==> src/rtl/cbx_pkg.sv <==
// Package: shared types for the cartridge bank translator.
// Assumes the control word bit order is fixed by the loader:
// bit 4 pattern mode, bit 3 program mode, bit 2 fixed-half, bits 1:0 mirroring.
package cbx_pkg;

    typedef enum logic [1:0] {
        MIR_ONE_A = 2'd0,
        MIR_ONE_B = 2'd1,
        MIR_VERT  = 2'd2,
        MIR_HORZ  = 2'd3
    } mirror_e;

    typedef struct packed {
        logic    chr_4k;
        logic    prg_16k;
        logic    fix_last;
        mirror_e mirror;
    } ctrl_t;

    localparam int CFG_W       = 5;
    localparam int PRG_OFS_W   = 14;
    localparam int CHR_OFS_W   = 12;
    localparam int LAST_BANK16 = 15;

endpackage

==> src/rtl/cbx_chr_track.sv <==
// Module: records which pattern-bank value the loader committed last.
// Assumes each commit pulse lasts one cycle; a high-half commit wins a tie.
module cbx_chr_track (
    input  logic clk,
    input  logic rst_n,
    input  logic lo_commit,
    input  logic hi_commit,
    output logic last_hi
);

    // Update the last-commit flag; reset points at the low half.
    always_ff @(posedge clk) begin
        if (!rst_n) begin
            last_hi <= 1'b0;
        end else if (hi_commit) begin
            last_hi <= 1'b1;
        end else if (lo_commit) begin
            last_hi <= 1'b0;
        end
    end

endmodule

==> src/rtl/cbx_prg_map.sv <==
// Module: maps the CPU program window onto 16 KiB ROM banks and gates work RAM.
// Assumes PRG_ROM_KB is a power of two between 32 and 512.
module cbx_prg_map
    import cbx_pkg::*;
#(
    parameter int PRG_ROM_KB = 256,
    localparam int PRG_BANKS  = PRG_ROM_KB / 16,
    localparam int PRG_BW     = $clog2(PRG_BANKS),
    localparam int PRG_AW     = PRG_BW + PRG_OFS_W
) (
    input  ctrl_t              ctrl,
    input  logic [CFG_W-1:0]   prg_sel,
    input  logic               page_bit,
    input  logic [15:0]        cpu_addr,
    output logic               rom_cs,
    output logic [PRG_AW-1:0]  rom_addr,
    output logic               ram_en
);

    logic [4:0] base_bank;
    logic [4:0] page_or;
    logic [4:0] full_bank;

    // Pick the 16 KiB bank before page select and wrapping.
    always_comb begin
        if (!ctrl.prg_16k) begin
            base_bank = {1'b0, prg_sel[3:1], cpu_addr[14]};
        end else if (ctrl.fix_last) begin
            base_bank = cpu_addr[14] ? 5'(LAST_BANK16) : {1'b0, prg_sel[3:0]};
        end else begin
            base_bank = cpu_addr[14] ? {1'b0, prg_sel[3:0]} : 5'd0;
        end
    end

    // The 256 KiB page bit exists only for the 512 KiB configuration.
    generate
        if (PRG_ROM_KB == 512) begin : g_page
            assign page_or = {page_bit, 4'b0000};
        end else begin : g_nopage
            assign page_or = 5'b00000;
        end
    endgenerate

    assign full_bank = base_bank | page_or;

    // Assemble the physical address; upper bank bits drop for wrapping.
    always_comb begin
        rom_addr = {full_bank[PRG_BW-1:0], cpu_addr[PRG_OFS_W-1:0]};
        rom_cs   = cpu_addr[15];
        ram_en   = (cpu_addr[15:13] == 3'b011) && !prg_sel[4];
    end

endmodule

==> src/rtl/cbx_chr_map.sv <==
// Module: maps the 8 KiB pattern space onto 4 KiB ROM banks.
// Assumes CHR_ROM_KB is a power of two between 8 and 128.
module cbx_chr_map
    import cbx_pkg::*;
#(
    parameter int CHR_ROM_KB = 128,
    localparam int CHR_BANKS  = CHR_ROM_KB / 4,
    localparam int CHR_BW     = $clog2(CHR_BANKS),
    localparam int CHR_AW     = CHR_BW + CHR_OFS_W
) (
    input  logic               chr_4k,
    input  logic [CFG_W-1:0]   bank_lo,
    input  logic [CFG_W-1:0]   bank_hi,
    input  logic [12:0]        ppu_addr,
    output logic [CHR_AW-1:0]  chr_addr
);

    logic [4:0] bank4k;

    // Select the 4 KiB bank for the half being addressed.
    always_comb begin
        if (chr_4k) begin
            bank4k = ppu_addr[12] ? bank_hi : bank_lo;
        end else begin
            bank4k = {bank_lo[4:1], ppu_addr[12]};
        end
    end

    // Join bank and offset; upper bank bits drop for wrapping.
    assign chr_addr = {bank4k[CHR_BW-1:0], ppu_addr[CHR_OFS_W-1:0]};

endmodule

==> src/rtl/cbx_nt_sel.sv <==
// Module: picks the internal nametable page from the mirroring mode.
// Assumes the address bits 11:10 identify the logical nametable.
module cbx_nt_sel
    import cbx_pkg::*;
(
    input  mirror_e     mode,
    input  logic [1:0]  nt_bits,
    output logic        page
);

    // Map the logical nametable to one of two physical pages.
    always_comb begin
        unique case (mode)
            MIR_ONE_A: page = 1'b0;
            MIR_ONE_B: page = 1'b1;
            MIR_VERT:  page = nt_bits[0];
            MIR_HORZ:  page = nt_bits[1];
            default:   page = 1'b0;
        endcase
    end

endmodule

==> src/rtl/cart_bank_xlate.sv <==
// Module: top of the cartridge bank translator.
// Translates CPU and picture-processor addresses through the four
// configuration values; only the last-commit flag is stateful.
// Assumes configuration inputs change only between clock edges.
module cart_bank_xlate
    import cbx_pkg::*;
#(
    parameter int PRG_ROM_KB = 256,
    parameter int CHR_ROM_KB = 128,
    localparam int PRG_AW    = $clog2(PRG_ROM_KB / 16) + PRG_OFS_W,
    localparam int CHR_AW    = $clog2(CHR_ROM_KB / 4) + CHR_OFS_W
) (
    input  logic              clk,
    input  logic              rst_n,
    input  logic [4:0]        cfg_ctrl,
    input  logic [4:0]        cfg_chr_lo,
    input  logic [4:0]        cfg_chr_hi,
    input  logic [4:0]        cfg_prg,
    input  logic              chr_lo_commit,
    input  logic              chr_hi_commit,
    input  logic [15:0]       cpu_addr,
    input  logic [13:0]       ppu_addr,
    output logic              prg_rom_cs,
    output logic [PRG_AW-1:0] prg_rom_addr,
    output logic              prg_ram_en,
    output logic [CHR_AW-1:0] chr_addr,
    output logic              nt_page,
    output logic [1:0]        mirror_mode
);

    ctrl_t ctrl;
    logic  last_hi;
    logic  page_bit;

    assign ctrl        = ctrl_t'(cfg_ctrl);
    assign mirror_mode = ctrl.mirror;

    // Page-select source: high half only in 4 KiB mode after a high commit.
    assign page_bit = (ctrl.chr_4k && last_hi) ? cfg_chr_hi[4] : cfg_chr_lo[4];

    cbx_chr_track u_track (
        .clk       (clk),
        .rst_n     (rst_n),
        .lo_commit (chr_lo_commit),
        .hi_commit (chr_hi_commit),
        .last_hi   (last_hi)
    );

    cbx_prg_map #(.PRG_ROM_KB(PRG_ROM_KB)) u_prg (
        .ctrl     (ctrl),
        .prg_sel  (cfg_prg),
        .page_bit (page_bit),
        .cpu_addr (cpu_addr),
        .rom_cs   (prg_rom_cs),
        .rom_addr (prg_rom_addr),
        .ram_en   (prg_ram_en)
    );

    cbx_chr_map #(.CHR_ROM_KB(CHR_ROM_KB)) u_chr (
        .chr_4k   (ctrl.chr_4k),
        .bank_lo  (cfg_chr_lo),
        .bank_hi  (cfg_chr_hi),
        .ppu_addr (ppu_addr[12:0]),
        .chr_addr (chr_addr)
    );

    cbx_nt_sel u_nt (
        .mode    (ctrl.mirror),
        .nt_bits (ppu_addr[11:10]),
        .page    (nt_page)
    );

endmodule

==> config.mk <==
export PLATFORM = sky130hd
export DESIGN_NAME = cart_bank_xlate
export DESIGN_NICKNAME = d
export VERILOG_FILES = /design/src/rtl/cbx_pkg.sv /design/src/rtl/cbx_chr_track.sv /design/src/rtl/cbx_prg_map.sv /design/src/rtl/cbx_chr_map.sv /design/src/rtl/cbx_nt_sel.sv /design/src/rtl/cart_bank_xlate.sv
export SDC_FILE = /design/constraint.sdc
export NUM_CORES = 1
export LEC_CHECK = 0
export ABC_AREA = 1
export BUFFER_PORTS_ARGS = -buffer_cell sky130_fd_sc_hd__buf_2
export CORE_MARGIN = 2
export CORE_UTILIZATION = 27
export DETAILED_ROUTE_END_ITERATION = 7
export PLACE_DENSITY_LB_ADDON = 0.08
export SETUP_SLACK_MARGIN = 0.5
export SLEW_MARGIN = 20
export SYNTH_ARGS = -nofsm -noshare
export SYNTH_HDL_FRONTEND = slang
export SYNTH_SLANG_ARGS = --single-unit
==> constraint.sdc <==
create_clock -name vclk -period 1
set_input_delay 0.1 -clock vclk [all_inputs]
set_output_delay 0.1 -clock vclk [all_outputs]
set_load 0.02 [all_outputs]
## Word-level counts from Yosys, hierarchy flattened

Cells that the tools add are included.

| word-level totals | value |
|---|---|
| bits in registers | 0 |

| operators by class | value |
|---|---|
| reduce and logical (&&, ||, !) cells | 3 |
| multiplexer cells | 7 |
| eq/ne operators | 4 |

Operator list:

| operator | count |
|---|---|
| $mux W4 | 4 |
| $mux W5 | 2 |
| $eq A2 B2 Y1 const B | 2 |
| $pmux W1 S4 | 1 |
| $eq A3 B2 Y1 const B | 1 |
| $eq A2 B1 Y1 const B | 1 |
| $logic_not A2 Y1 | 1 |
| $logic_and A1 B1 Y1 | 1 |
| $logic_not A1 Y1 | 1 |

## Depth between registers and ports, before layout

| logic depth | value |
|---|---|
| depth after elaboration | 3 |
| mapped depth | 4 |

## Cells and area by module

A second synthesis with hierarchy kept.

| unflattened totals | value |
|---|---|
| cell total of the unflattened synthesis | 93 |
| area total of the unflattened synthesis | 500.5 µm² |

By module, submodules not included:

| module | instances | area an instance (µm²) | cells each | sequential area each (µm²) |
|---|---|---|---|---|
| cbx_prg_map | 1 | 227.7 | 43 | 0.0 |
| cbx_chr_map | 1 | 173.9 | 32 | 0.0 |
| cbx_chr_track | 1 | 43.8 | 6 | 20.0 |
| cart_bank_xlate | 1 | 31.3 | 6 | 0.0 |
| cbx_nt_sel | 1 | 23.8 | 6 | 0.0 |

## Worst setup path after synthesis

No wires, ideal clock.

| timing | value |
|---|---|
| path kind | input to output |
| from | in cpu_addr[15] |
| to | out prg_ram_en |
| path slack | 303 ps |
| stages | 1 |
| arrival time | 597 ps |
| cell sequence | nor3_1 |

| on the way | value |
|---|---|
| cells in the longest elaborated chain, start to end | 2 |

Ends and longest elaborated chain:

| element | RTL line | RTL |
|---|---|---|
| start: declaration | cart_bank_xlate.sv:21 | `input logic [15:0] cpu_addr,` |
| $eq A3 B2 Y1 | cbx_prg_map.sv:50 | `ram_en = (cpu_addr[15:13] == 3'b011) && !prg_sel[4];` |
| $logic_and A1 B1 Y1 | cbx_prg_map.sv:50 |  |
| end: declaration | cart_bank_xlate.sv:25 | `output logic prg_ram_en,` |

No other way between the ends.

## Final worst setup path

| timing | value |
|---|---|
| from | in cfg_ctrl[2] |
| to | out prg_rom_addr[16] |

| on the way | value |
|---|---|
| cells in the longest elaborated chain, start to end | 2 |

Ends and longest elaborated chain:

| element | RTL line | RTL |
|---|---|---|
| start: declaration | cart_bank_xlate.sv:15 | `input logic [4:0] cfg_ctrl,` |
| $mux W4 | cbx_prg_map.sv:28 | `end else if (ctrl.fix_last) begin` |
| $mux W4 | cbx_prg_map.sv:26 | `if (!ctrl.prg_16k) begin` |
| end: declaration | cart_bank_xlate.sv:24 | `output logic [PRG_AW-1:0] prg_rom_addr,` |

No other way between the ends.

==> out/qor.yml <==
routing:
  wl_um: 1130
  wl_per_cell_um: 10.1
  ant_nets: 0
  wl_met1_um: 320
  wl_met3_um: 186
  met2_length_um: 611
  first_pass_iters: 1
  vias: 502
  top_layer: "met4"
  drt_iter0_markers: 0
  drc: 0
  via_per_inst: 4.48
placed_design:
  port_buffers: 43
  hpwlAfterDp_um: 809
  numPlacedInstances: 112
  gp_congestion: 0.624
sta:
  tns_ns: 0
  rsz0062_at_grt: "true"
  hold_violations: 0
  max_freq_mhz: 1520
  period_share: 0.658
  period_minus_slack_ns: 0.658
  tightestPinTransition_ns: 0.123
  slew_headroom: 0.918
  whs_ns: 0.200
  finalSetupViolations: 0
  slew_viol_final: 0
die:
  rows: 14
  fp.dieH_um: 43.9
  die_w_um: 43.9
  io_pins: 94
  core_um2: 1510
  initial_core_util: 0.286
  die_area_um2: 1930
pwr:
  leakage_nw: 0.414
  powerDensity_nw_per_um2: 521
  peakVddDrop_mv: 0.190
synth:
  yosysSeqAreaShare: 0
  synth_top_family_by_area: "buffers and inverters"
  yosysWarnings: 0
  synth-simple-area-share: 0.398
  synth_cells: 82
  ys_types: 7
  synth_xor_area_frac: 0
  synth_adder_area_share: 0
  synth_mux_area_frac: 0
  synth_compound_area_frac: 0
  syn_area_per_cell_um2: 5.25
  netlist_area_um2: 430
  synthesis.nets: 136
min_path:
  min_from: "ppu_addr[3]"
  whs_path_depth: 0
  min_path_type: "input port to output pin"
worst_setup_path:
  critical_path_cell_count: 6
  startpoint_type: "input port"
  cp-startpoint: "cfg_ctrl[2]"
  crit_family: "buffers and inverters"
  cp_max_fo: 5
  max_stage_delay_ns: 0.12
  worstPathRequired_ns: 0.90
  critPathCaptureType: "output pin"
  path_buf_inv: 3
  arrival_ns: 0.56
  crit_type: "input port to output pin"
  cp_slowest_cell: "buf_6"
  path_cells: "buf_8, clkinv_8, nand2_8, nand2_2, nand2_2, buf_6"
  path_common_cell: "nand2_2"
final_layout:
  diodes: 0
  fin_nets: 152
  design.seq.count: 0
  drive_gt1_frac: 0.833
  area_delta_synth_final_pct: 70.3
  multi_input_area_um2: 304
  fillers: 156
  final_common_cell: "buf_2"
  clock_buffers: 0
  most-common-layout-cells: "buf_2, nand2_2, buf_6"
  finalNonFillerCells: 112
  seq_area_um2: 0
global_route:
  grt_max_degree: 8
  track_usage: 0.105
  grt_overflow_total: 0
  antenna_found_initial: 0
  grt_pass1_wl_um: 1640
  grt_pass1_vias: 422
clocking:
  holdBufCountCts: 0
  post_cts.repair.setup_buffers: 0
run:
  cap_violations: 0
outcome:
  status: "complete, no violations"
[routing by layer]
layer  vias up  track usage
li1        243            -
met1       209        0.109
met2        46        0.215
met3         4       0.0208
met4         0       0.0182
met5         -            0
[stage by stage]
step	cell area, µm²	total power [mW]	utilization	worst slack (ns)
CTS	646	0.338	0.429	0.341
finish	733	0.382	0.487	0.342
global route	733	0.412	0.487	0.315
floorplan	448	0.279	-	0.467
detailed placement	465	0.239	0.309	0.250
global placement	465	0.238	0.309	0.244
[timing repair]
item	in CTS	in global routing
resized for setup	54	29
gates cloned	0	0
pin swaps	10	12
hold endpoints to repair	0	0
endpoints found under the setup margin	11	11
[logic make-up after synthesis]
family | after synthesis
buffers and inverters | 40
and+or+nand+nor | 42
[report_power, final]
part / switching (mW) / total, mW / leakage (nW) / internal, mW
clock network: 0 / 0 / 0 / 0
registers: 0 / 0 / 0 / 0
logic: 0.191 / 0.382 / 0.414 / 0.191
[path summary, 6_finish.rpt]
check                     endpoint  slack, ns
setup / recovery  prg_rom_addr[16]       0.34
hold / removal         chr_addr[3]       0.20
[Yosys cell counts, drive strengths merged]
cell type  count  share of area
buf           29           0.51
inv           11          0.096
nand2         35           0.31
nand3          5          0.058
nand3b         1          0.017
nor3           1          0.012
[final cells by class]
type,count,area share
repair buffers,43,0.485
multi-input cells,42,0.415
inverters,11,0.0734
well taps,16,0.0273
Note: power is estimated with default switching activity, not from simulation.
